--- config.mk ---
export PLATFORM = sky130hd
export DESIGN_NAME = exc_entry_ctrl
export DESIGN_NICKNAME = d
export VERILOG_FILES = /design/src/rtl/exc_pkg.sv /design/src/rtl/exc_classify.sv /design/src/rtl/exc_pcsel.sv /design/src/rtl/exc_fault_fmt.sv /design/src/rtl/exc_entry_ctrl.sv
export SDC_FILE = /design/constraint.sdc
export NUM_CORES = 1
export LEC_CHECK = 0
export ABC_AREA = 0
export BUFFER_PORTS_ARGS = -buffer_cell sky130_fd_sc_hd__buf_4
export CORE_AREA = 2 2 142 144
export CTS_CLUSTER_DIAMETER = 60
export DETAILED_ROUTE_END_ITERATION = 16
export DIE_AREA = 0 0 144 146
export GPL_ROUTABILITY_DRIVEN = 0
export PLACE_DENSITY = 0.73
export SLEW_MARGIN = 25
export SYNTH_ARGS = -nofsm -noshare
export SYNTH_HDL_FRONTEND = slang
export SYNTH_SLANG_ARGS = --single-unit
--- constraint.sdc ---
create_clock -name clk -period 0.8 [get_ports clk]
set_input_delay 0.12 -clock clk [delete_from_list [all_inputs] [get_ports clk]]
set_output_delay 0.12 -clock clk [all_outputs]
set_load 0.01 [all_outputs]
--- src/rtl/exc_pkg.sv ---
package exc_pkg;
    localparam int XLEN        = 32;
    localparam int ASID_W      = 8;
    localparam int CODE_W      = 5;
    localparam int PAGE_SHIFT  = 12;
    localparam int VPN2_LSB    = PAGE_SHIFT + 1;
    localparam int CTX_BASE_W  = 9;
    localparam int CTX_BASE_LSB = XLEN - CTX_BASE_W;
    localparam int CTX_SHIFT   = VPN2_LSB - 4;
    localparam int SRC_W       = 3;
    localparam int FKIND_W     = 2;
    localparam int EBASE_ALIGN = 10;
    localparam int INSN_BYTES  = 4;

    localparam logic [XLEN-1:0] VEC_ERROR   = 32'hBFC0_0000;
    localparam logic [XLEN-1:0] VEC_BOOTGEN = 32'hBFC0_0200;
    localparam logic [XLEN-1:0] VEC_DEBUG   = 32'hBFC0_0480;

    localparam logic [XLEN-1:0] VPN2_MASK  = {{(XLEN-VPN2_LSB){1'b1}}, {VPN2_LSB{1'b0}}};
    localparam logic [XLEN-1:0] CTX_MASK   = VPN2_MASK >> CTX_SHIFT & ~({CTX_BASE_W{1'b1}} << CTX_BASE_LSB);
    localparam logic [XLEN-1:0] ALIGN_MASK = {{(XLEN-EBASE_ALIGN){1'b1}}, {EBASE_ALIGN{1'b0}}};

    localparam logic [SRC_W-1:0] SRC_GENERAL = 3'd0;
    localparam logic [SRC_W-1:0] SRC_XLAT    = 3'd1;
    localparam logic [SRC_W-1:0] SRC_ERROR   = 3'd2;
    localparam logic [SRC_W-1:0] SRC_DEBUG   = 3'd3;
    localparam logic [SRC_W-1:0] SRC_EXTINT  = 3'd4;

    localparam logic [FKIND_W-1:0] FLT_NOMATCH = 2'd0;
    localparam logic [FKIND_W-1:0] FLT_INVALID = 2'd1;
    localparam logic [FKIND_W-1:0] FLT_MODIFY  = 2'd2;
    localparam logic [FKIND_W-1:0] FLT_BADADDR = 2'd3;

    localparam logic [CODE_W-1:0] CODE_INT  = 5'd0;
    localparam logic [CODE_W-1:0] CODE_MOD  = 5'd1;
    localparam logic [CODE_W-1:0] CODE_TLBL = 5'd2;
    localparam logic [CODE_W-1:0] CODE_TLBS = 5'd3;
    localparam logic [CODE_W-1:0] CODE_ADEL = 5'd4;
    localparam logic [CODE_W-1:0] CODE_ADES = 5'd5;

    typedef enum logic [1:0] {
        ENT_NONE,
        ENT_GENERAL,
        ENT_ERROR,
        ENT_DEBUG
    } entry_e;

    typedef struct packed {
        logic exl;
        logic erl;
        logic bev;
        logic um;
        logic dm;
    } status_t;
endpackage

--- src/rtl/exc_classify.sv ---
module exc_classify
    import exc_pkg::*;
(
    input  logic               req_i,
    input  logic [SRC_W-1:0]   src_i,
    input  logic               dm_i,
    input  logic [CODE_W-1:0]  code_i,
    input  logic [FKIND_W-1:0] fkind_i,
    input  logic               fwr_i,
    output entry_e             entry_o,
    output logic               wr_code_o,
    output logic [CODE_W-1:0]  code_o,
    output logic               cap_fault_o
);
    logic [CODE_W-1:0] fault_code;

    always_comb begin
        unique case (fkind_i)
            FLT_NOMATCH,
            FLT_INVALID: fault_code = fwr_i ? CODE_TLBS : CODE_TLBL;
            FLT_MODIFY:  fault_code = CODE_MOD;
            default:     fault_code = fwr_i ? CODE_ADES : CODE_ADEL;
        endcase
    end

    always_comb begin
        entry_o     = ENT_NONE;
        wr_code_o   = 1'b0;
        code_o      = code_i;
        cap_fault_o = 1'b0;
        if (req_i) begin
            unique case (src_i)
                SRC_GENERAL: begin
                    entry_o   = ENT_GENERAL;
                    wr_code_o = 1'b1;
                end
                SRC_XLAT: begin
                    entry_o     = ENT_GENERAL;
                    wr_code_o   = 1'b1;
                    code_o      = fault_code;
                    cap_fault_o = 1'b1;
                end
                SRC_ERROR: entry_o = ENT_ERROR;
                SRC_DEBUG: entry_o = ENT_DEBUG;
                SRC_EXTINT: begin
                    if (dm_i) begin
                        entry_o = ENT_DEBUG;
                    end else begin
                        entry_o   = ENT_GENERAL;
                        wr_code_o = 1'b1;
                        code_o    = CODE_INT;
                    end
                end
                default: entry_o = ENT_NONE;
            endcase
        end
    end
endmodule

--- src/rtl/exc_pcsel.sv ---
module exc_pcsel
    import exc_pkg::*;
(
    input  entry_e          entry_i,
    input  logic [XLEN-1:0] pc_i,
    input  logic            dslot_i,
    input  logic            bev_i,
    input  logic [XLEN-1:0] ebase_i,
    output logic [XLEN-1:0] ret_pc_o,
    output logic [XLEN-1:0] vector_o
);
    assign ret_pc_o = dslot_i ? pc_i - XLEN'(INSN_BYTES) : pc_i;

    always_comb begin
        unique case (entry_i)
            ENT_GENERAL: vector_o = bev_i ? VEC_BOOTGEN : (ebase_i & ALIGN_MASK);
            ENT_ERROR:   vector_o = VEC_ERROR;
            ENT_DEBUG:   vector_o = VEC_DEBUG;
            default:     vector_o = '0;
        endcase
    end
endmodule

--- src/rtl/exc_fault_fmt.sv ---
module exc_fault_fmt
    import exc_pkg::*;
(
    input  logic [XLEN-1:0]       addr_i,
    input  logic [ASID_W-1:0]     asid_i,
    input  logic [CTX_BASE_W-1:0] ctx_base_i,
    output logic [XLEN-1:0]       context_o,
    output logic [XLEN-1:0]       entryhi_o
);
    assign context_o = (XLEN'(ctx_base_i) << CTX_BASE_LSB) | ((addr_i >> CTX_SHIFT) & CTX_MASK);
    assign entryhi_o = (addr_i & VPN2_MASK) | XLEN'(asid_i);
endmodule

--- src/rtl/exc_entry_ctrl.sv ---
module exc_entry_ctrl
    import exc_pkg::*;
(
    input  logic                  clk,
    input  logic                  rst_n,
    input  logic                  exc_req_i,
    input  logic [SRC_W-1:0]      exc_src_i,
    input  logic [CODE_W-1:0]     exc_code_i,
    input  logic [FKIND_W-1:0]    fault_kind_i,
    input  logic                  fault_wr_i,
    input  logic [XLEN-1:0]       fault_addr_i,
    input  logic [XLEN-1:0]       pc_i,
    input  logic                  in_dslot_i,
    input  logic                  exl_i,
    input  logic                  erl_i,
    input  logic                  bev_i,
    input  logic                  um_i,
    input  logic                  dm_i,
    input  logic [XLEN-1:0]       ebase_i,
    input  logic [ASID_W-1:0]     asid_i,
    input  logic [CTX_BASE_W-1:0] ctx_base_i,
    output logic                  redirect_o,
    output logic [XLEN-1:0]       redirect_pc_o,
    output logic [XLEN-1:0]       epc_o,
    output logic [XLEN-1:0]       errorepc_o,
    output logic [XLEN-1:0]       depc_o,
    output logic                  cause_bd_o,
    output logic [CODE_W-1:0]     cause_code_o,
    output logic                  exl_o,
    output logic                  erl_o,
    output logic                  bev_o,
    output logic                  um_o,
    output logic                  dm_o,
    output logic [XLEN-1:0]       badvaddr_o,
    output logic [XLEN-1:0]       context_o,
    output logic [XLEN-1:0]       entryhi_o
);
    entry_e            entry, entry_q;
    logic              wr_code, cap_fault;
    logic [CODE_W-1:0] cls_code;
    logic [XLEN-1:0]   ret_pc, vector, ctx_fmt, ehi_fmt;

    status_t           st_q, st_d;
    logic [XLEN-1:0]   epc_q, epc_d, errpc_q, errpc_d, depc_q, depc_d;
    logic [XLEN-1:0]   rpc_q, rpc_d, badv_q, badv_d, ctx_q, ctx_d, ehi_q, ehi_d;
    logic              bd_q, bd_d;
    logic [CODE_W-1:0] code_q, code_d;

    exc_classify u_cls (
        .req_i       (exc_req_i),
        .src_i       (exc_src_i),
        .dm_i        (dm_i),
        .code_i      (exc_code_i),
        .fkind_i     (fault_kind_i),
        .fwr_i       (fault_wr_i),
        .entry_o     (entry),
        .wr_code_o   (wr_code),
        .code_o      (cls_code),
        .cap_fault_o (cap_fault)
    );

    exc_pcsel u_pcs (
        .entry_i  (entry),
        .pc_i     (pc_i),
        .dslot_i  (in_dslot_i),
        .bev_i    (bev_i),
        .ebase_i  (ebase_i),
        .ret_pc_o (ret_pc),
        .vector_o (vector)
    );

    exc_fault_fmt u_fmt (
        .addr_i     (fault_addr_i),
        .asid_i     (asid_i),
        .ctx_base_i (ctx_base_i),
        .context_o  (ctx_fmt),
        .entryhi_o  (ehi_fmt)
    );

    // State register: last entry class plus all held registers.
    always_ff @(posedge clk or negedge rst_n) begin
        if (!rst_n) begin
            entry_q <= ENT_NONE;
            st_q    <= '{exl: 1'b0, erl: 1'b1, bev: 1'b1, um: 1'b0, dm: 1'b0};
            epc_q   <= '0;
            errpc_q <= '0;
            depc_q  <= '0;
            rpc_q   <= '0;
            badv_q  <= '0;
            ctx_q   <= '0;
            ehi_q   <= '0;
            bd_q    <= 1'b0;
            code_q  <= '0;
        end else begin
            entry_q <= entry;
            st_q    <= st_d;
            epc_q   <= epc_d;
            errpc_q <= errpc_d;
            depc_q  <= depc_d;
            rpc_q   <= rpc_d;
            badv_q  <= badv_d;
            ctx_q   <= ctx_d;
            ehi_q   <= ehi_d;
            bd_q    <= bd_d;
            code_q  <= code_d;
        end
    end

    // Next-value process per entry class.
    always_comb begin
        st_d    = '{exl: exl_i, erl: erl_i, bev: bev_i, um: um_i, dm: dm_i};
        epc_d   = epc_q;
        errpc_d = errpc_q;
        depc_d  = depc_q;
        rpc_d   = rpc_q;
        bd_d    = bd_q;
        code_d  = wr_code ? cls_code : code_q;
        unique case (entry)
            ENT_GENERAL: begin
                if (!exl_i) begin
                    epc_d = ret_pc;
                    bd_d  = in_dslot_i;
                end
                st_d.exl = 1'b1;
                st_d.um  = 1'b0;
                rpc_d    = vector;
            end
            ENT_ERROR: begin
                errpc_d  = ret_pc;
                if (!exl_i) bd_d = 1'b0;
                st_d.erl = 1'b1;
                st_d.bev = 1'b1;
                st_d.um  = 1'b0;
                rpc_d    = vector;
            end
            ENT_DEBUG: begin
                depc_d  = ret_pc;
                if (!exl_i) bd_d = 1'b0;
                st_d.dm = 1'b1;
                st_d.um = 1'b0;
                rpc_d   = vector;
            end
            default: ;
        endcase
        badv_d = cap_fault ? fault_addr_i : badv_q;
        ctx_d  = cap_fault ? ctx_fmt      : ctx_q;
        ehi_d  = cap_fault ? ehi_fmt      : ehi_q;
    end

    assign redirect_o    = (entry_q != ENT_NONE);
    assign redirect_pc_o = rpc_q;
    assign epc_o         = epc_q;
    assign errorepc_o    = errpc_q;
    assign depc_o        = depc_q;
    assign cause_bd_o    = bd_q;
    assign cause_code_o  = code_q;
    assign exl_o         = st_q.exl;
    assign erl_o         = st_q.erl;
    assign bev_o         = st_q.bev;
    assign um_o          = st_q.um;
    assign dm_o          = st_q.dm;
    assign badvaddr_o    = badv_q;
    assign context_o     = ctx_q;
    assign entryhi_o     = ehi_q;
endmodule

# After elaboration in Yosys (flattened, before gate mapping)

Cells that the tools add are included.
Widths: inputs -> output; s select.

Bits in registers: 237
Input bits: 133

$add $sub $neg: 1
Eq/ne operators: 11
Mux-type cells: 24
Bitwise logic cells: 3
Reduce and logical (&&, ||, !) cells: 10

Operators by type and width:

| operator              | count |
|---|---|
| $mux 32               | 2 |
| $pmux 32 s2           | 1 |
| $or 32x23->32         | 1 |
| $or 32x8->32          | 1 |
| $sub 32x3->32 const B | 1 |
| $pmux 5 s2            | 2 |
| $mux 1                | 11 |
| $mux 5                | 2 |
| $pmux 2 s4            | 1 |
| $eq 2x2->1 const B    | 3 |
| $eq 3x2->1 const B    | 2 |
| $mux 2                | 3 |
| $reduce_or 2->1       | 3 |
| $eq 2x1->1 const B    | 2 |
| $ne 2x2->1 const B    | 2 |
| $pmux 1 s2            | 2 |
| $reduce_bool 2->1     | 2 |
| $eq 3x1->1 const B    | 1 |
| $eq 3x3->1 const B    | 1 |
| $logic_not 3->1       | 1 |
| $reduce_and 3->1      | 1 |
| $reduce_or 3->1       | 1 |
| $logic_not 2->1       | 1 |
| $reduce_and 2->1      | 1 |
| $not 1->1             | 1 |

# Logic depth before layout (Yosys ltp)

Depth in word-level cells: 8
Mapped depth: 7

# Modules after synthesis

Synthesis repeated with hierarchy kept, for this count alone.

Cell total of the unflattened synthesis: 728
Area, all modules: 10387.5 sq um

Modules (own cells, without submodules):

| module         | times used | cells each | area each (sq um) | sequential area each (sq um) |
|---|---|---|---|---|
| exc_entry_ctrl | 1          | 507        | 8807.2            | 5933.2 |
| exc_pcsel      | 1          | 137        | 935.9             | 0.0 |
| exc_fault_fmt  | 1          | 65         | 484.2             | 0.0 |
| exc_classify   | 1          | 19         | 160.2             | 0.0 |

# Worst setup path before layout

No wires, ideal clock.

Kind: input to register
Start point: input pc_i[8]
End point: register epc_q[16], in the netlist epc_o[16]
Setup time: 137 ps
Arrival: 1779 ps
Data required time: 663 ps
Path slack: -1115 ps
Stages: 6
Path buffers: 1
Cells stage by stage: or4_1 buf_2 or3_4 or3_1 xor2_1 a21oi_1

Word-level cells in the longest chain between the ends: 2

Ends and longest elaborated chain:

| what                   | line                 | source |
|---|---|---|
| start: declaration     | exc_entry_ctrl.sv:12 | `input logic [XLEN-1:0] pc_i,` |
| $sub 32x3->32          | exc_pcsel.sv:12      | `assign ret_pc_o = dslot_i ? pc_i - XLEN'(INSN_BYTES) : pc_i;` |
| $mux 32                | exc_pcsel.sv:12      |  |
| end signal: assignment | exc_entry_ctrl.sv:97 | `epc_q <= epc_d;` |
| end: declaration       | exc_entry_ctrl.sv:44 | `logic [XLEN-1:0] epc_q, epc_d, errpc_q, errpc_d, depc_q, depc_d;` |

No other way between the ends.
A chain may end at the register's enable or synchronous reset.

# Final worst setup path

Start point: input pc_i[7]
End point: register epc_q[16], in the netlist epc_o[16]

The elaborated chain is that of the path after synthesis.

==> results.toml <==
[status]
outcome = "complete, but fails checks"
failed_checks = "negative setup slack"

[synth]
ys_seq_elements = 182
netlist_instances = 677
seq_area_frac_synth = 0.5970
netlist.area_leader.share = 0.5901
synth_compound_area_frac = 0.09605
synth_warnings = 0
synthArstFlopShare = 1.000
synth_top_family_by_area = "simple AND/OR/NAND/NOR gates"
muxShareOfSynthArea = 0.08376
synth-xor-area-share = 0.03327
synthSimpleGateAreaFrac = 0.1149
yosysUniqueCellTypes = 43
syn_area_um2 = 7634
yosysTopAreaCell = "dfrtp_1"
synth_fa_ha_area_frac = 0.001639
syn_avg_cell_area_um2 = 11.28
synth-edff-count = 0
synth_flop_cell = "dfrtp_1"
ys_top_cells_by_area = "dfrtp_1 59%, mux2_2 8.1%, buf_4 5.4%"

[detailed_routing]
drt-pass1-iter-count = 5
vias_per_cell = 5.065
vias = 7897
drt-total-wl_um = 34780
drc_errors = 0
drt_iter0_drc = 408
ant_nets = 0
wl_per_cell_um = 22.31

[clock_tree]
clk_latency_ps = 420
cts_root_buf = "clkbuf_16"
cts_tree = "done"
cts_sinks = 182
cts_buffers = 17
htreeDepth = 4
clk_pin_slew_ps = 70
clock_path_buffers = 2

[placed_design]
dpl.hpwl_um = 18950
port_buffers = 341
placed_cells = 1310

[floorplan]
io_pins = 369
die_h_um = 146
start_util = 0.3948
die_area_um2 = 21020
core_region_area_um2 = 19330
floorplan.rows = 51
die_w_um = 144

[layout]
final_common_cell = "buf_4"
layout_common_cells = "305 x buf_4, 248 x buf_6, 165 x dfrtp_1"
area_growth_pct = 100.3
fin_util = 0.7907
fin_cells = 1559
drive_above_1_share = 0.5995
fin_nets = 1412

[setup_path]
cp.required_ps = 1140
worstPathMaxFanout = 4
worstPathCellList = "buf_6 -> or4_4 -> or3_4 -> or3_4 -> xor2_4 -> a21oi_1"
critPathArrivalTime_ps = 1960
worstSetupEndpointType = "register"
max_stage_delay_ps = 560
start_kind = "input pin"
path_class = "input pin to register"
cpMaxStageDelayCell = "or4_4"
crit_top_cell = "or3_4"
rrSetupSlack_ps = -300

[global_routing]
track_usage = 0.2896
grt-ovfl-total = 0
grt_pass1_wl_um = 46400
first_global_vias = 8025
grt_max_degree = 62
antenna_found_initial = 3

[sta]
finalSetupViolations = 397
finalSetupTns_ps = -126530
finalHoldViolations = 0
slew_violations = 0
timing.final.ws_setup_ps = -822.4
rsz0062_at_grt = "yes"
final.setup_skew_ps = 0
min_period_ps = 1622
max_freq_ghz = 0.6164
timing.final.crit_share = 2.028

[power_and_ir_drop]
vdd_drop_max_v = 0.001433
power_density_nw_per_um2 = 2235
finalPower_uw = 34170
leakagePower_uw = 0.007244

[worst_hold_path]
hold_class = "input pin to register"

[job]
drv_cap = 0
## final timing paths
kind,from,endpoint,cells past startpoint
hold / removal,dm_i,dm_o$_DFF_PN0_,3
setup / recovery,pc_i[7],epc_o[16]$_DFFE_PN0P_,6
hold reg to reg,redirect_pc_o[7]$_DFFE_PN0P_,redirect_pc_o[7]$_DFFE_PN0P_,2
max in group asynchronous,rst_n,erl_o$_DFF_PN1_,3
min in group asynchronous,rst_n,errorepc_o[13]$_DFFE_PN0P_,2
setup reg to reg,badvaddr_o[0]$_DFFE_PN0P_,badvaddr_o[0]$_DFFE_PN0P_,3
## timing repair
item	CTS	global route
resized for setup	302	72
buffers inserted	72	65
pin swaps	54	56
setup endpoints to repair	389	397
hold buffers	82	0
hold endpoints to repair	265	0
gates cloned	0	3
## synth_stat cells, types with 9 or more instances
master    count
a21oi_1      61
xnor2_1      12
nor3_1       12
o21ai_0      38
nor2_1       73
xor2_1       17
dfrtp_1     180
nand2_1      49
buf_4        55
mux2_2       55
clkbuf_1     26
o22a_1        9
a22o_1       12
## report_power, final
part / internal, µW / switching, µW
registers: 11000 / 1680
logic: 8000 / 5090
clock network: 4490 / 3910
## worst max-delay path: cells and delay by family
family,cells,cell delay [ps]
xor gates and xnor gates,1,170
buffers and inverters,1,90
and+or+nand+nor,3,1400
AOI/OAI and AO/OA,1,180
## kinds of logic (layout without fill, tap and decap cells)
| group | count (synthesis) | after routing |
|---|---|---|
| simple gates | 186 | 186 |
| flops | 182 | 182 |
| compound gates | 128 | 128 |
| buf+inv | 93 | 691 |
| mux | 57 | 57 |
| xor+xnor | 29 | 29 |
| fa+ha+maj | 1 | 1 |
| other cells | 1 | 20 |
## through the flow
stage               cell area [µm²]  setup slack [ps]  hold WS [ps]
floorplan                      8292             -1102        -175.6
global placement              11370             -1249         43.38
detailed placement            11370             -1289         42.23
CTS                           14480            -709.1         5.605
global route                  15280            -843.4         26.67
finish                        15290            -822.4         34.98
## per-layer routing
| layer | global-route usage | wire length [µm] | share of wire | vias to the layer above |
|---|---|---|---|---|
| met3 | 0.09016 | 2898 | 0.083 | 126 |
| li1 | - | - | - | 3442 |
| met4 | 0.1255 | 1842 | 0.053 | 0 |
| met2 | 0.5088 | 17910 | 0.51 | 431 |
| met5 | 0 | 0 | 0 | - |
| met1 | 0.3201 | 12130 | 0.35 | 3898 |
## flip-flops by register name, indices dropped and copies added (netlist names), 2 cells and up
name and flops:
entry_q 2, cause_code_o 5, epc_o 32, depc_o 32
entryhi_o 8, context_o 10, redirect_pc_o 24, badvaddr_o 31
errorepc_o 32
## cell type report
class | count | area, µm²
repair buffers | 652 | 6247
flip-flops and latches | 182 | 4576
fillers | 1027 | 4048
multi-input cells | 418 | 3498
clock buffers | 19 | 442.9
well taps | 265 | 331.6
clock inverters | 13 | 140.1
inverters | 7 | 43.79
diodes | 3 | 7.507
Power figures use the tool's default switching activity.
